## config.mk

```make
export PLATFORM = sky130hd
export DESIGN_NAME = bcd_digit_adder
export DESIGN_NICKNAME = d
export VERILOG_FILES = /design/src/rtl/bcd_pkg.sv /design/src/rtl/bcd_ripple_adder.sv /design/src/rtl/bcd_fix_detect.sv /design/src/rtl/bcd_range_check.sv /design/src/rtl/bcd_digit_adder.sv
export SDC_FILE = /design/constraint.sdc
export NUM_CORES = 1
export LEC_CHECK = 0
export ABC_CLOCK_PERIOD_IN_PS = 4400
export BUFFER_PORTS_ARGS = -buffer_cell sky130_fd_sc_hd__buf_2
export CORE_AREA = 2 2 39 41
export DETAILED_ROUTE_END_ITERATION = 8
export DIE_AREA = 0 0 41 43
export GPL_TIMING_DRIVEN = 0
export MAX_ROUTING_LAYER = met4
export PLACE_DENSITY_LB_ADDON = 0.1
export SLEW_MARGIN = 40
export SYNTH_ARGS = -nofsm -noshare
export SYNTH_HDL_FRONTEND = slang
export SYNTH_SLANG_ARGS = --single-unit
```

## constraint.sdc

```tcl
create_clock -name vclk -period 4.4
set_input_delay 0.44 -clock vclk [all_inputs]
set_output_delay 0.44 -clock vclk [all_outputs]
set_load 0.01 [all_outputs]
```

## src/rtl/bcd_pkg.sv

```systemverilog
package bcd_pkg;
  localparam int unsigned DIGIT_W   = 4;
  localparam int unsigned DIGIT_MAX = 9;
  localparam int unsigned FIX_CONST = 16 - (DIGIT_MAX + 1);
  typedef logic [DIGIT_W-1:0] digit_t;
endpackage

```

## src/rtl/bcd_ripple_adder.sv

```systemverilog
module bcd_ripple_adder #(
  parameter int unsigned W = 4
) (
  input  logic [W-1:0] x,
  input  logic [W-1:0] y,
  input  logic         ci,
  output logic [W-1:0] s,
  output logic         co
);
  logic [W:0] carry;

  assign carry[0] = ci;

  for (genvar i = 0; i < W; i++) begin : g_bit
    logic half_s;
    assign half_s     = x[i] ^ y[i];
    assign s[i]       = half_s ^ carry[i];
    assign carry[i+1] = (x[i] & y[i]) | (half_s & carry[i]);
  end

  assign co = carry[W];
endmodule

```

## src/rtl/bcd_fix_detect.sv

```systemverilog
module bcd_fix_detect (
  input  logic [3:0] raw_z,
  input  logic       raw_k,
  output logic       fix
);
  // Raw value >= 10: first-stage carry, or 1x1x / 11xx codes.
  assign fix = raw_k | (raw_z[3] & (raw_z[2] | raw_z[1]));
endmodule

```

## src/rtl/bcd_range_check.sv

```systemverilog
module bcd_range_check (
  input  logic [3:0] dig,
  output logic       over_nine
);
  assign over_nine = dig[3] & (dig[2] | dig[1]);
endmodule

```

## src/rtl/bcd_digit_adder.sv

```systemverilog
module bcd_digit_adder
  import bcd_pkg::*;
(
  input  logic [3:0] a_dig,
  input  logic [3:0] b_dig,
  input  logic       c_in,
  output logic [3:0] sum_dig,
  output logic       c_out,
  output logic       bad_digit
);
  digit_t raw_z;
  logic   raw_k;
  logic   fix;
  digit_t fix_addend;
  logic   stage2_co;
  logic   a_bad;
  logic   b_bad;

  bcd_ripple_adder #(.W(DIGIT_W)) u_stage1 (
    .x  (a_dig),
    .y  (b_dig),
    .ci (c_in),
    .s  (raw_z),
    .co (raw_k)
  );

  bcd_fix_detect u_detect (
    .raw_z (raw_z),
    .raw_k (raw_k),
    .fix   (fix)
  );

  assign fix_addend = fix ? digit_t'(FIX_CONST) : '0;

  bcd_ripple_adder #(.W(DIGIT_W)) u_stage2 (
    .x  (raw_z),
    .y  (fix_addend),
    .ci (1'b0),
    .s  (sum_dig),
    .co (stage2_co)
  );

  bcd_range_check u_chk_a (.dig(a_dig), .over_nine(a_bad));
  bcd_range_check u_chk_b (.dig(b_dig), .over_nine(b_bad));

  assign c_out     = fix;
  assign bad_digit = a_bad | b_bad;
endmodule

```

==> run metrics <==
Cell Rows=14; CP max FO=3; area share of and/or/nand/nor cells after synthesis=0.0805; NumNets Final=58; status=finished clean; PD cells=245 nW/um2; Max Cap Viol=0; final hold violations=0; Final Wtd Congestion=0.700; DR iter-0 viols=0; GRT Residual Overflow=0; Synth Area in Adders=0.517; Resize count post-CTS=0; maximum clock frequency=279 MHz; crit end category=output pin; minimum clock period=3.59 ns; slew margin rel.=0.863; Port Buf Inserts=15; Die W=41 um; initial antenna violation count=0; Tcrit/Tclk final=0.815; Worst Hold Depth=4; top-count cell post-synth=inv_1; DR DRC count=0; top cells by area, synth=fa_1 (46%), inv_1 (19%), buf_4 (6.9%), nand2b_4 (6.3%), ha_1 (5.7%); static leakage=0.191 nW; Non-Filler Cell Area, Final=313 um2; Pre-Repair DR Iteration Count=1; post-synthesis mux area share=0; slowest CP cell=fa_1; layout cells sized above 1=0.439; vias in the first global route=~190; WP data required=~4.0 ns; clk_buf instances=0; nature of the critical path startpoint=input port; YS warnings=0; synth unique cells=10; Vias/cell=3.51; Mapped Nets=41; Critical Path, Cell by Cell=buf_2, inv_1, fa_1, inv_1, fa_1, inv_1, fa_1, inv_1, fa_1, a21o_1, ha_1, inv_1, fa_1, inv_1, buf_2; Mapped Cells=26; Synth area leader=fa_1; Seq/Total Area, Yosys=0; largest family of logic cells by synthesized area=adder cells; routed wire length=about 430 um; Synth Area in XOR/XNOR=0.0402; HPWL Detailed=456 um; final slew viol count=0; starting density of the core=0.157; Area Overhead vs Synth=43.7%; critical path's largest stage delay=0.45 ns; RSZ-0062 raised after global routing=false; critical path type=input port to output pin; worst path arrival time=3.15 ns; synthesized area=218 um2; register area=0 um2; Hold Crit Start=b_dig[2]; synth cell count leaders=inv_1 (11), fa_1 (5), buf_4 (2), o21ai_0 (2); crit-path most repeated cell=inv_1; Synth Area in Compound Gates=0.103; routed via count=200; area of the core=1380 um2; # diodes=0; placed inst area=313 um2; HP Class=input port to output pin; largest net degree at the start of global routing=4; setup bufs post-CTS=0; Max rail drop VDD=58.3 uV; drt wl/cell=7.61 um; Final setup viols=0; CP startpoint=a_dig[0]; antenna-violating nets left=0; # hold bufs at CTS=0; io pins=15; FFs & Latches=0; post-synth top area share=0.460; GRT Resource Usage Total=0.0579; Setup TNS=0 ns; first-pass GRT wire length=724 um; worst slew pin tran=0.205 ns; die height=about 43 um; full die area=around 1800 um2; mean post-synth cell area=8.37 um2
[worst paths after layout]
| kind | endpoint | slack [ns] |
|---|---|---|
| max | sum_dig[2] | 0.81 |
| min | bad_digit | 1.21 |
[metrics by stage]
step                       util  setup slack (ns)  power [mW]  std cells  hold WS, ns
after floorplan               -              1.03      0.0502         26         1.01
after global placement    0.226             0.835      0.0753         57         1.20
after detailed placement  0.226             0.772      0.0796         57         1.21
after CTS                 0.226             0.774      0.0797         57         1.22
after global routing      0.226             0.652      0.0866         57         1.26
final                     0.226             0.812      0.0765         57         1.21
[critical path, delay by kind of cell]
family          cells  cell delay (ns)
compound gates      1             0.20
fa+ha+maj           6             1.95
buf+inv             8             0.55
[final cells by class]
type | instances | area [um2]
inverter | 11 | 41.3
tap | 16 | 20.0
buffer | 2 | 15.0
multi-input combinational | 13 | 161
fill | 163 | 1070
timing repair buffer | 15 | 75.1
[cells in the final DEF (no fill, tap or decap), drive strengths merged]
master,synthesis,final
a21o,1,1
a21oi,1,1
buf,2,17
fa,5,5
ha,1,1
inv,11,11
nand2,1,1
nand2b,1,1
o21ai,2,2
xnor2,1,1
[report_power, final]
part           total (mW)  internal (mW)  switching [mW]
Combinational      0.0765         0.0390          0.0375
Sequential              0              0               0
Clock                   0              0               0
Total              0.0765         0.0390          0.0375
[cells by family (layout without fill, tap and decap cells)]
family / after synthesis / after routing
AO/OA/AOI/OAI: 4 / 4
buffers and inverters: 13 / 28
AND/OR/NAND/NOR: 2 / 2
adder cells (fa/ha/maj): 6 / 6
XOR/XNOR: 1 / 1
[metal layers]
layer,GRT usage,vias to the layer above,wire (um)
met1,0.0749,89,151
met5,-,-,0
met3,0,0,43
met2,0.103,10,239
met4,0,0,0
li1,-,101,-
Power figures use the tool's default switching activity.
